File: src/rtl/cbb_pkg.sv
package cbb_pkg;
    typedef enum logic [1:0] {
        PS_MAIN = 2'd0,
        PS_BATT = 2'd1,
        PS_SAVE = 2'd2
    } pwr_state_t;
endpackage

File: src/rtl/cbb_capture.sv
module cbb_capture #(
    parameter bit MEM_INIT = 1'b1
) (
    input  logic clk,
    input  logic rst_n,
    input  logic below_rst,
    input  logic bkup_req,
    output logic mem_now
);
    logic prev_q;
    logic mem_q;
    logic drop_evt;

    // the supply crosses the reset threshold downward in this cycle
    assign drop_evt = below_rst & ~prev_q;
    assign mem_now  = drop_evt ? bkup_req : mem_q;

    always_ff @(posedge clk) begin
        if (!rst_n) begin
            prev_q <= 1'b1;
            mem_q  <= MEM_INIT;
        end else begin
            prev_q <= below_rst;
            if (drop_evt) begin
                mem_q <= bkup_req;
            end
        end
    end

    // away from a threshold crossing, the stored choice persists
    assert_keep_R2: assert property (@(posedge clk) disable iff (!rst_n)
        (prev_q || !below_rst) |=> $stable(mem_q) || $rose(below_rst) || $past(below_rst && !prev_q));
endmodule

File: src/rtl/cbb_fsm.sv
module cbb_fsm
    import cbb_pkg::*;
#(
    parameter bit MEM_INIT = 1'b1
) (
    input  logic       clk,
    input  logic       rst_n,
    input  logic       below_swdn,
    input  logic       above_swup,
    input  logic       mem_now,
    output pwr_state_t state
);
    localparam pwr_state_t RST_STATE = MEM_INIT ? PS_BATT : PS_SAVE;

    pwr_state_t state_nx;

    always_ff @(posedge clk) begin
        if (!rst_n) begin
            state <= RST_STATE;
        end else begin
            state <= state_nx;
        end
    end

    always_comb begin
        state_nx = state;
        unique case (state)
            PS_MAIN: begin
                if (below_swdn) begin
                    state_nx = mem_now ? PS_BATT : PS_SAVE;
                end
            end
            PS_BATT: begin
                if (above_swup) begin
                    state_nx = PS_MAIN;
                end
            end
            PS_SAVE: begin
                if (above_swup) begin
                    state_nx = PS_MAIN;
                end
            end
            default: state_nx = RST_STATE;
        endcase
    end

    assert_drop_batt_R3: assert property (@(posedge clk) disable iff (!rst_n)
        (state == PS_MAIN && below_swdn && mem_now) |=> (state == PS_BATT));
    assert_drop_save_R4: assert property (@(posedge clk) disable iff (!rst_n)
        (state == PS_MAIN && below_swdn && !mem_now) |=> (state == PS_SAVE));
    assert_hold_R5: assert property (@(posedge clk) disable iff (!rst_n)
        (state != PS_MAIN && !above_swup) |=> $stable(state));
    assert_stay_main_R5: assert property (@(posedge clk) disable iff (!rst_n)
        (state == PS_MAIN && !below_swdn) |=> (state == PS_MAIN));
endmodule

File: src/rtl/cbb_ctrl.sv
module cbb_ctrl
    import cbb_pkg::*;
#(
    parameter bit MEM_INIT = 1'b1
) (
    input  logic clk,
    input  logic rst_n,
    input  logic below_rst,
    input  logic below_swdn,
    input  logic above_swup,
    input  logic bkup_req,
    input  logic ce_in,
    output logic main_en,
    output logic batt_en,
    output logic batt_on,
    output logic ce_out,
    output logic low_line,
    output logic pfo_force_low
);
    logic       mem_now;
    pwr_state_t state;
    logic       supply_bad;

    cbb_capture #(.MEM_INIT(MEM_INIT)) u_cap (
        .clk       (clk),
        .rst_n     (rst_n),
        .below_rst (below_rst),
        .bkup_req  (bkup_req),
        .mem_now   (mem_now)
    );

    cbb_fsm #(.MEM_INIT(MEM_INIT)) u_fsm (
        .clk        (clk),
        .rst_n      (rst_n),
        .below_swdn (below_swdn),
        .above_swup (above_swup),
        .mem_now    (mem_now),
        .state      (state)
    );

    always_comb begin
        main_en       = 1'b0;
        batt_en       = 1'b0;
        batt_on       = 1'b0;
        pfo_force_low = 1'b1;
        unique case (state)
            PS_MAIN: begin
                main_en       = 1'b1;
                pfo_force_low = 1'b0;
            end
            PS_BATT: begin
                batt_en = 1'b1;
                batt_on = 1'b1;
            end
            PS_SAVE: begin
            end
            default: begin
            end
        endcase
    end

    // write protection and low-line share one condition
    assign supply_bad = below_rst | (state != PS_MAIN);
    assign ce_out     = supply_bad ? 1'b1 : ce_in;
    assign low_line   = ~supply_bad;

    assert_excl_R10: assert property (@(posedge clk) disable iff (!rst_n)
        $onehot0({main_en, batt_en}));
    assert_pfo_R9: assert property (@(posedge clk) disable iff (!rst_n)
        batt_on |-> (pfo_force_low && !low_line && ce_out));
    assert_batt_on_R6: assert property (@(posedge clk) disable iff (!rst_n)
        main_en |-> !batt_on);
endmodule

File: config.mk
export PLATFORM = sky130hd
export DESIGN_NAME = cbb_ctrl
export DESIGN_NICKNAME = d
export VERILOG_FILES = /design/src/rtl/cbb_pkg.sv /design/src/rtl/cbb_capture.sv /design/src/rtl/cbb_fsm.sv /design/src/rtl/cbb_ctrl.sv
export SDC_FILE = /design/constraint.sdc
export NUM_CORES = 1
export LEC_CHECK = 0
export BUFFER_PORTS_ARGS = -buffer_cell sky130_fd_sc_hd__clkbuf_2
export CORE_AREA = 10 10 47 49
export DETAILED_ROUTE_END_ITERATION = 16
export DIE_AREA = 0 0 57 59
export GPL_ROUTABILITY_DRIVEN = 0
export MAX_ROUTING_LAYER = met4
export PLACE_DENSITY = 0.47
export SLEW_MARGIN = 20
export SYNTH_ARGS = -nofsm -noshare
export SYNTH_HDL_FRONTEND = slang
export SYNTH_SLANG_ARGS = --single-unit
File: constraint.sdc
create_clock -name clk -period 1.5 [get_ports clk]
set_input_delay 0.225 -clock clk [delete_from_list [all_inputs] [get_ports clk]]
set_output_delay 0.225 -clock clk [all_outputs]
set_load 0.005 [all_outputs]
==> impl_metrics.csv, run 1 <==
group,metric,value,unit
run_status,run_status,"complete, no violations",
logic_synthesis,synthesis.area,282,um2
die,die_w,57,um
route,starting_drc_count_in_detailed_routing,2,
route,route.vias.total,242,
clock_network,clock-root-buffer,"sky130_fd_sc_hd__clkbuf_4",
timing,hold_worst_slack,0.218,ns
clock_network,clkSinkCount,4,
timing,fin_setup_tns,0,ns
placed_design,place.detailed.hpwl,568,um
finish,nets,56,
placed_design,place.detailed.instances,56,
route,post_drt_via_cell_ratio,4.10,
route,first_pass_iters,4,
timing,finalWorstSetupSlack,0.118,ns
die,initial_core_util,0.201,
timing,worst_pin_slew,0.275,ns
power,vdd_drop_max,541,uV
logic_synthesis,yosysTopAreaCellShare,0.284,
route,routed_wl,663,um
timing,final.setup_skew,0.00192,ns
timing,timing.final.hold_violations,0,
finish,final_cell_count_no_fill,59,
power,cellLeakagePower,0.183,nW
finish,layout_overhead_on_the_synthesized_area,36.0,%
die,std_cell_rows,14,
logic_synthesis,most_common_cell_in_the_netlist,"sky130_fd_sc_hd__inv_1",
finish,fin_util,0.273,
placed_design,pre_cts_setup_slack,0.205,ns
logic_synthesis,synth_top_area_cell,"sky130_fd_sc_hd__dfxtp_1",
finish,number_of_antenna_diodes,0,
critical_path,critPathKind,"reg -> out",
die,fp.coreArea,1400,um2
global_route,initial_antenna_violation_count,0,
timing,fmaxAchievable,723,MHz
global_route,first_global_vias,264,
timing,rsz_0062_raised_after_global_routing,"false",
route,detail_route.drc_violations,0,
logic_synthesis,async_set_or_reset_register_ratio_after_synthesis,0,
clock_network,clock_path_buffers,2,
finish,multi_input_gate_area,178,um2
logic_synthesis,yosys_register_bits,4,
die,die_h,59,um
logic_synthesis,yosys.cell_types.count,16,
logic_synthesis,yosysWarnings,0,
clock_network,clock_latency,0.24,ns
logic_synthesis,synth-seq-area-share,0.284,
die,dieArea,3360,um2
clock_network,cts.htree.levels,1,
logic_synthesis,synth_ff_type,"sky130_fd_sc_hd__dfxtp_1",
logic_synthesis,mappedNetlistNets,40,
power,powerDensity,899,nW/um2
critical_path,timing.critical_path.from_type,"flip-flop",
logic_synthesis,synth_enable_flop_cells,0,
clock_network,cts.reportedPaths.clkPinSlew,0.04,ns
global_route,grt-ovfl-total,0,
placed_design,io_buffers,12,
finish,final_layout_size_suffix_gt1_frac,0.465,
route,route.antenna.remaining_nets,0,
flow_run,timing.max_cap.violations,0,
timing,timing.final.max_slew_violations,0,
critical_path,cp.arrival,1.16,ns
finish,regArea,83.8,um2
finish,fillers,156,
critical_path,worst_setup_path_end_kind,"output pin",
timing,finalWorstPathRequiredPeriod,1.38,ns
clock_network,cts_tree,"built",
die,total_i_o_pin_count,13,
logic_synthesis,netlist_top_cells_area,"sky130_fd_sc_hd__dfxtp_1 (28%), sky130_fd_sc_hd__ha_1 (18%), sky130_fd_sc_hd__nand2b_1 (8.9%)",
global_route,grt_util_all_layers,0.0471,
logic_synthesis,ys_top_cells_by_count,"sky130_fd_sc_hd__inv_1 (5), sky130_fd_sc_hd__dfxtp_1 (4), sky130_fd_sc_hd__ha_1 (4), sky130_fd_sc_hd__nand2b_1 (4)",
route,wl_per_cell,11.2,um
clock_network,cts_buffers,3,
logic_synthesis,syn_area_per_cell,9.71,um2
global_route,grt_max_degree,6,
timing,final.period_utilization,0.922,
timing,setup_viol,0,
timing,slew_headroom,0.816,
logic_synthesis,synth_cells,29,
critical_path,critical_path_fanouts_max,4,
critical_path,worst-endpoint-required,1.27,ns
worst_hold_path,hold_class,"in -> reg",
global_route,grt_first_pass_wirelength,1160,um
## through the flow
stage / instance area [um2] / power (mW)
floorplan: 282 / 0.177
global placement: 354 / 0.209
detailed placement: 354 / 0.209
CTS: 377 / 0.349
global route: 383 / 0.371
finish: 383 / 0.344
## cells by family (layout without fill, tap and decap cells)
| kind of cell | Yosys count | after routing | share of synthesized area |
|---|---|---|---|
| simple gates | 10 | 10 | 0.249 |
| buf+inv | 6 | 20 | 0.0934 |
| flops | 4 | 4 | 0.284 |
| fa+ha+maj | 4 | 4 | 0.178 |
| compound gates | 5 | 5 | 0.196 |
## final cells by class
cell class	count	share of cell area
Multi-Input combinational cell	19	0.464
Sequential cell	4	0.219
Timing Repair Buffer	12	0.157
Clock buffer	3	0.0588
Tap cell	16	0.0523
Inverter	5	0.0490
## power breakdown
group | internal, mW | switching, mW
clock network | 0.0896 | 0.0459
logic | 0.0423 | 0.0458
registers | 0.115 | 0.00520
total | 0.247 | 0.0968
## layer usage
layer	track usage	wire [um]	up-vias
li1	-	-	130
met1	0.0510	350	103
met2	0.0605	277	9
met3	0.0386	35	0
met4	0.0201	0	0
met5	-	0	-
## placed cells by master, fill, tap and decap left out
master / instances
sky130_fd_sc_hd__a211oi_1: 1
sky130_fd_sc_hd__a211oi_2: 1
sky130_fd_sc_hd__and2_1: 1
sky130_fd_sc_hd__and2b_1: 1
sky130_fd_sc_hd__and4_1: 1
sky130_fd_sc_hd__clkbuf_2: 12
sky130_fd_sc_hd__clkbuf_4: 3
sky130_fd_sc_hd__dfxtp_1: 3
sky130_fd_sc_hd__dfxtp_4: 1
sky130_fd_sc_hd__ha_1: 3
sky130_fd_sc_hd__ha_2: 1
sky130_fd_sc_hd__inv_1: 4
sky130_fd_sc_hd__inv_2: 1
sky130_fd_sc_hd__nand2b_1: 4
sky130_fd_sc_hd__nand3b_1: 1
sky130_fd_sc_hd__nand4b_1: 1
sky130_fd_sc_hd__nor2b_1: 1
sky130_fd_sc_hd__o2111a_1: 1
sky130_fd_sc_hd__o211ai_1: 1
sky130_fd_sc_hd__o32ai_2: 1
## registers in the layout, summed over array words and instances (netlist names)
signal        flops
u_fsm.state       2
u_cap.mem_q       1
u_cap.prev_q      1
## what timing repair did
action                                  in CTS  in global routing
setup buffers                                0                  0
hold buffers                                 0                  0
endpoints found under the setup margin       0                  2
gates resized for setup                      0                  4
## critical path: stages, from the launching register on
cell                       delay (ns)
sky130_fd_sc_hd__dfxtp_4         0.35
sky130_fd_sc_hd__inv_1           0.06
sky130_fd_sc_hd__ha_2            0.18
sky130_fd_sc_hd__and2b_1         0.16
sky130_fd_sc_hd__nand2b_1        0.06
sky130_fd_sc_hd__clkbuf_2        0.10
## worst paths after layout
path / from / endpoint / slack [ns] / depth (start not counted)
worst max-delay path: u_fsm.state[0] / ce_out / 0.12 / 5
worst min-delay path: rst_n / u_cap.prev_q / 0.22 / 2
worst max register to register: u_fsm.state[1] / u_fsm.state[0] / 0.23 / 5
worst min register to register: u_fsm.state[1] / u_fsm.state[1] / 0.55 / 2
Note: power is estimated with default switching activity, not from simulation.
==> run 2, diff against run 1 <==
clock period = 1.3 ns   (was 1.5 ns; I/O delays follow)
==> run 2 against run 1 <==
Utilization up 2.9 points. Clock power up 13%. Final area up 11%. Global-route usage up 0.26 points. First-iteration DRC count up 100%. Clock skew up 0.0029 ns. Flip-flop and latch count unchanged. Sequential share of layout area down 2.4 points. Hold slack worse by 0.032 ns. Register-to-register slack worse by 0.15 ns. Highest routed layer is now met4.
==> impl_metrics.csv, run 2 (same netlist as run 1, synthesis figures left out) <==
group,metric,value,unit
route,detail_route.drc_violations,0,
die,fp.coreArea,1400,um2
critical_path,worst_setup_path_end_kind,"output pin",
timing,setup_viol,0,
placed_design,place.detailed.instances,60,
global_route,initial_antenna_violation_count,0,
finish,layout_overhead_on_the_synthesized_area,50.7,%
critical_path,cp.arrival,1.08,ns
finish,final_cell_count_no_fill,63,
route,post_drt_via_cell_ratio,4.19,
critical_path,rrSetupSlack,0.08,ns
finish,fillers,161,
clock_network,postCtsHoldBufs,0,
global_route,grt_first_pass_wirelength,1160,um
route,first_pass_iters,2,
critical_path,worst_r2r_startpoint,"u_fsm.state[1]",
run_status,run_status,"complete, no violations",
critical_path,worstReg2RegEnd,"u_fsm.state[1]",
placed_design,io_buffers,12,
route,route.antenna.remaining_nets,0,
timing,final.setup_skew,0.00487,ns
critical_path,timing.reg2reg.worst_path_depth,5,
global_route,grt-ovfl-total,0,
die,initial_core_util,0.201,
global_route,first_global_vias,270,
timing,final.period_utilization,0.984,
clock_network,cts.htree.levels,1,
die,dieArea,3360,um2
die,std_cell_rows,14,
critical_path,critPathKind,"reg -> out",
finish,number_of_antenna_diodes,0,
clock_network,cts_buffers,3,
power,vdd_drop_max,504,uV
finish,nets,60,
placed_design,place.detailed.hpwl,579,um
global_route,grt_max_degree,6,
critical_path,timing.critical_path.from_type,"flip-flop",
finish,layout.cells.most_common,"sky130_fd_sc_hd__clkbuf_2",
critical_path,critical_path_fanouts_max,4,
finish,post-route-cell-area,424,um2
clock_network,clock_latency,0.24,ns
timing,finalWorstSetupSlack,0.0210,ns
timing,rsz_0062_raised_after_global_routing,"true",
route,wl_per_cell,10.8,um
clock_network,cts.reportedPaths.clkPinSlew,0.04,ns
flow_run,timing.max_cap.violations,0,
die,die_h,59,um
power,cellLeakagePower,0.199,nW
die,die_w,57,um
timing,worst_pin_slew,0.249,ns
placed_design,pre_cts_setup_slack,0.0512,ns
finish,final_layout_size_suffix_gt1_frac,0.553,
clock_network,clock-root-buffer,"sky130_fd_sc_hd__clkbuf_4",
timing,timing.final.hold_violations,0,
timing,fmaxAchievable,782,MHz
route,routed_wl,681,um
power,powerDensity,955,nW/um2
finish,largest_reg_flops,2,
clock_network,cts_tree,"built",
route,starting_drc_count_in_detailed_routing,4,
critical_path,worst-endpoint-required,1.11,ns
placed_design,post_dp_cell_area,384,um2
critical_path,timing.critical_path.to,"ce_out",
power,power.total,0.405,mW
route,route.vias.total,264,
critical_path,critical_path_source,"u_fsm.state[1]",
finish,reg.largest.list,"u_fsm.state (2), u_cap.mem_q (1), u_cap.prev_q (1)",
clock_network,clock_path_buffers,2,
finish,registers.top_by_ff_count,"u_fsm.state",
global_route,grt_util_all_layers,0.0497,
finish,commonest_non_fill_non_tap_cells_in_the_layout,"sky130_fd_sc_hd__clkbuf_2 (11), sky130_fd_sc_hd__nand2b_1 (4), sky130_fd_sc_hd__buf_4 (4)",
die,total_i_o_pin_count,13,
timing,timing.final.max_slew_violations,0,
timing,slew_headroom,0.833,
timing,finalWorstPathRequiredPeriod,1.28,ns
clock_network,clkSinkCount,4,
worst_hold_path,hold_class,"in -> reg",
==> run 2: where the power goes <==
part | leakage [nW] | internal (mW) | switching [mW]
combinational | 0.153 | 0.0574 | 0.0587
clock | 0.0138 | 0.103 | 0.0487
sequential | 0.0332 | 0.133 | 0.00426
==> run 2: worst max-delay path, stage by stage (launching register included) <==
cell and delay (ns):
sky130_fd_sc_hd__dfxtp_2 0.34, sky130_fd_sc_hd__inv_4 0.05, sky130_fd_sc_hd__ha_4 0.14, sky130_fd_sc_hd__and2b_1 0.16
sky130_fd_sc_hd__nand2b_1 0.06, sky130_fd_sc_hd__buf_2 0.10
==> run 2: cell type report <==
| cell class | count | area (um2) | area share |
|---|---|---|---|
| multi-input cells | 19 | 188 | 0.442 |
| clock buffers | 3 | 22.5 | 0.0531 |
| inverters | 5 | 21.3 | 0.0501 |
| repair buffers | 16 | 90.1 | 0.212 |
| well taps | 16 | 20.0 | 0.0472 |
| flip-flops and latches | 4 | 82.6 | 0.195 |
==> run 2: timing repair <==
item,in CTS,in global routing
endpoints found under the setup margin,2,2
pin swaps,0,0
gates cloned,0,0
buffers inserted,2,0
gates resized for setup,7,1
==> run 2: how the worst min path moves through the flow <==
stage | from | end | slack, ns | depth (start not counted)
final | rst_n | u_cap.prev_q | 0.19 | 2
after CTS | rst_n | u_cap.prev_q | 0.18 | 2
after detailed placement | rst_n | u_cap.prev_q | 0.43 | 2
after global routing | rst_n | u_cap.prev_q | 0.19 | 2
after global placement | rst_n | u_cap.prev_q | 0.43 | 2
after floorplan | rst_n | u_cap.prev_q | 0.27 | 1
==> run 2: stage by stage <==
stage                     hold slack [ns]  TNS [ns]  utilization
after global routing                0.188   -0.0652        0.303
after global placement              0.427         0        0.274
after floorplan                     0.268         0            -
final                               0.185         0        0.303
after detailed placement            0.425         0        0.274
after CTS                           0.178         0        0.303
==> run 2: metal layers <==
| layer | vias to the layer above | track usage | part of all wire |
|---|---|---|---|
| li1 | 138 | - | - |
| met1 | 113 | 0.0485 | 0.46 |
| met2 | 11 | 0.0605 | 0.42 |
| met3 | 2 | 0.0494 | 0.097 |
| met4 | 0 | 0.0302 | 0.021 |
| met5 | - | - | 0 |
==> run 3, diff against run 2 <==
PLACE_DENSITY = 0.49   (was 0.47)
clock period = 1 ns   (was 1.3 ns; I/O delays follow)
==> run 3 against run 2 <==
Sequential power up 32%. Cell count is 1.6% higher. Critical endpoint unchanged. Utilization rose by 4.7 points. First-iteration DRC count is 75% lower. Critical path depth unchanged. Register-to-register slack worse by 0.30 ns. Non-clock buffer count is 1 higher. Clock power increased by 28%. Worst setup slack got worse by 0.27 ns. The run now ends with negative setup slack left. Via count grew 4.5%. Critical path type unchanged.
==> impl_metrics.csv, run 3 (same netlist as run 1, synthesis figures left out) <==
group,metric,value,unit
route,detail_route.drc_violations,0,
die,fp.coreArea,1400,um2
clock_network,clock_latency,0.23,ns
clock_network,cts.htree.levels,1,
clock_network,cts_buffers,3,
die,die_w,57,um
global_route,grt_max_degree,6,
global_route,grt_first_pass_wirelength,1150,um
route,route.antenna.remaining_nets,0,
route,routed_wl,729,um
power,power_switching_share,0.274,
worst_hold_path,worstHoldEndpoint,"u_cap.prev_q",
die,dieArea,3360,um2
finish,multi_input_gate_area,228,um2
timing,setup_viol,8,
critical_path,worst_setup_path_end_kind,"output pin",
finish,largest_reg_flops,2,
route,post_drt_via_cell_ratio,4.31,
timing,finalWorstPathRequiredPeriod,1.25,ns
clock_network,clock-root-buffer,"sky130_fd_sc_hd__clkbuf_4",
run_status,run_status,"finished, violations left",
placed_design,io_buffers,12,
clock_network,clock_path_buffers,2,
run_status,violations,"negative setup slack",
finish,reg.largest.list,"u_fsm.state (2), u_cap.mem_q (1), u_cap.prev_q (1)",
route,starting_drc_count_in_detailed_routing,1,
timing,worst_pin_slew,0.245,ns
placed_design,place.detailed.hpwl,614,um
critical_path,worst_r2r_startpoint,"u_fsm.state[1]",
critical_path,family_with_the_most_delay_on_the_worst_path,"flip-flops",
power,internal_power,0.432,mW
finish,final_layout_size_suffix_gt1_frac,0.688,
critical_path,worst-endpoint-required,0.85,ns
route,met1Wirelength,368,um
critical_path,cpPeakStageDelay,0.34,ns
finish,commonest_non_fill_non_tap_cells_in_the_layout,"sky130_fd_sc_hd__clkbuf_2 (8), sky130_fd_sc_hd__buf_4 (4)",
power,vdd_drop_max,793,uV
die,total_i_o_pin_count,13,
critical_path,critical_path_fanouts_max,3,
critical_path,critical_path.cell_chain,"inv_4, ha_4, and2b_1, nand2b_1, buf_2",
timing,fmaxAchievable,801,MHz
route,first_pass_iters,2,
global_route,first_global_vias,290,
critical_path,timing.reg2reg.worst_path_depth,5,
worst_hold_path,holdCritStartpoint,"rst_n",
die,initial_core_util,0.201,
critical_path,crit_buf_inv,2,
power,power_frac_seq,0.304,
power,p_switching,0.163,mW
flow_run,timing.max_cap.violations,0,
finish,post-route-cell-area,490,um2
route,route.vias.total,276,
die,std_cell_rows,14,
power,clockPowerShare,0.326,
worst_hold_path,holdPathStages,2,
timing,final.period_utilization,1.25,
timing,timing.final.hold_violations,0,
timing,finalWorstSetupSlack,-0.248,ns
placed_design,post_dp_cell_area,413,um2
critical_path,rrSetupSlack,-0.22,ns
finish,nets,61,
timing,slew_headroom,0.836,
finish,regArea,82.6,um2
critical_path,cp_slowest_cell,"sky130_fd_sc_hd__dfxtp_2",
finish,number_of_antenna_diodes,0,
clock_network,cts.reportedPaths.clkPinSlew,0.04,ns
finish,final_cell_count_no_fill,64,
timing,fin_setup_tns,-1.31,ns
global_route,initial_antenna_violation_count,0,
timing,final.setup_skew,0.000297,ns
finish,layout_overhead_on_the_synthesized_area,74.2,%
global_route,grt_util_all_layers,0.0458,
worst_hold_path,hold_class,"in -> reg",
route,wl_per_cell,11.4,um
die,die_h,59,um
route,detailroute.wirelength.met2,245,um
critical_path,cp.arrival,1.10,ns
clock_network,postCtsHoldBufs,0,
clock_network,cts_tree,"built",
critical_path,worstReg2RegEnd,"u_fsm.state[1]",
finish,registers.top_by_ff_count,"u_fsm.state",
critical_path,timing.critical_path.from_type,"flip-flop",
clock_network,clkSinkCount,4,
finish,fillers,156,
power,comb_power_share,0.369,
route,route.top_layer_used,"met4",
global_route,grt-ovfl-total,0,
finish,layout.cells.most_common,"sky130_fd_sc_hd__clkbuf_2",
critical_path,critPathKind,"reg -> out",
power,cellLeakagePower,0.223,nW
timing,rsz_0062_raised_after_global_routing,"true",
power,powerDensity,1210,nW/um2
route,detailroute.wirelength.met3,81,um
timing,timing.final.max_slew_violations,0,
placed_design,place.detailed.instances,60,
timing,hold_worst_slack,0.138,ns
-- run 3: cell count changes in the layout (fill, tap and decap cells not counted), moves of 2 or more --
cell / change
sky130_fd_sc_hd__ha_4: +2
sky130_fd_sc_hd__ha_1: -2
sky130_fd_sc_hd__buf_6: +3
sky130_fd_sc_hd__clkbuf_2: -3
-- run 3: through the flow --
step | setup WS [ns] | utilization | total power [mW]
after floorplan | -0.127 | - | 0.297
final | -0.248 | 0.350 | 0.596
after global placement | -0.142 | 0.295 | 0.369
after detailed placement | -0.178 | 0.295 | 0.371
after global routing | -0.307 | 0.350 | 0.643
after CTS | -0.273 | 0.322 | 0.584
-- run 3: final cells by class --
class                      count  share of cell area
clock buffer                   3              0.0459
inverter                       5              0.0485
timing repair buffer          17               0.232
sequential                     4               0.168
tap                           16              0.0408
multi-input combinational     19               0.464
-- run 3: repair_timing --
action / 4_1_cts / 5_1_grt
gates resized for setup: 5 / 8
setup buffers: 0 / 1
pin swaps: 1 / 3
endpoints found under the setup margin: 8 / 8
-- run 3: worst max-delay path by stage --
stage                    from              to  depth (start not counted)
2_1_floorplan  u_fsm.state[0]  u_fsm.state[1]                          5
3_3_place_gp   u_fsm.state[1]  u_fsm.state[1]                          5
3_5_place_dp   u_fsm.state[1]  u_fsm.state[1]                          5
4_1_cts        u_fsm.state[1]          ce_out                          5
5_1_grt        u_fsm.state[0]          ce_out                          5
6_report       u_fsm.state[1]          ce_out                          5
-- run 3: metal layers --
| metal | up-vias | track usage |
|---|---|---|
| li1 | 139 | - |
| met1 | 120 | 0.0452 |
| met2 | 13 | 0.0558 |
| met3 | 4 | 0.0300 |
| met4 | 0 | 0.0503 |
| met5 | - | - |
-- run 3: power by group through the flow --
stage | registers, mW | clock network [mW] | logic [mW]
2_1_floorplan | 0.184 | 0 | 0.114
3_3_place_gp | 0.181 | 0 | 0.188
3_5_place_dp | 0.181 | 0 | 0.189
4_1_cts | 0.181 | 0.204 | 0.199
5_1_grt | 0.183 | 0.217 | 0.243
6_report | 0.181 | 0.194 | 0.220
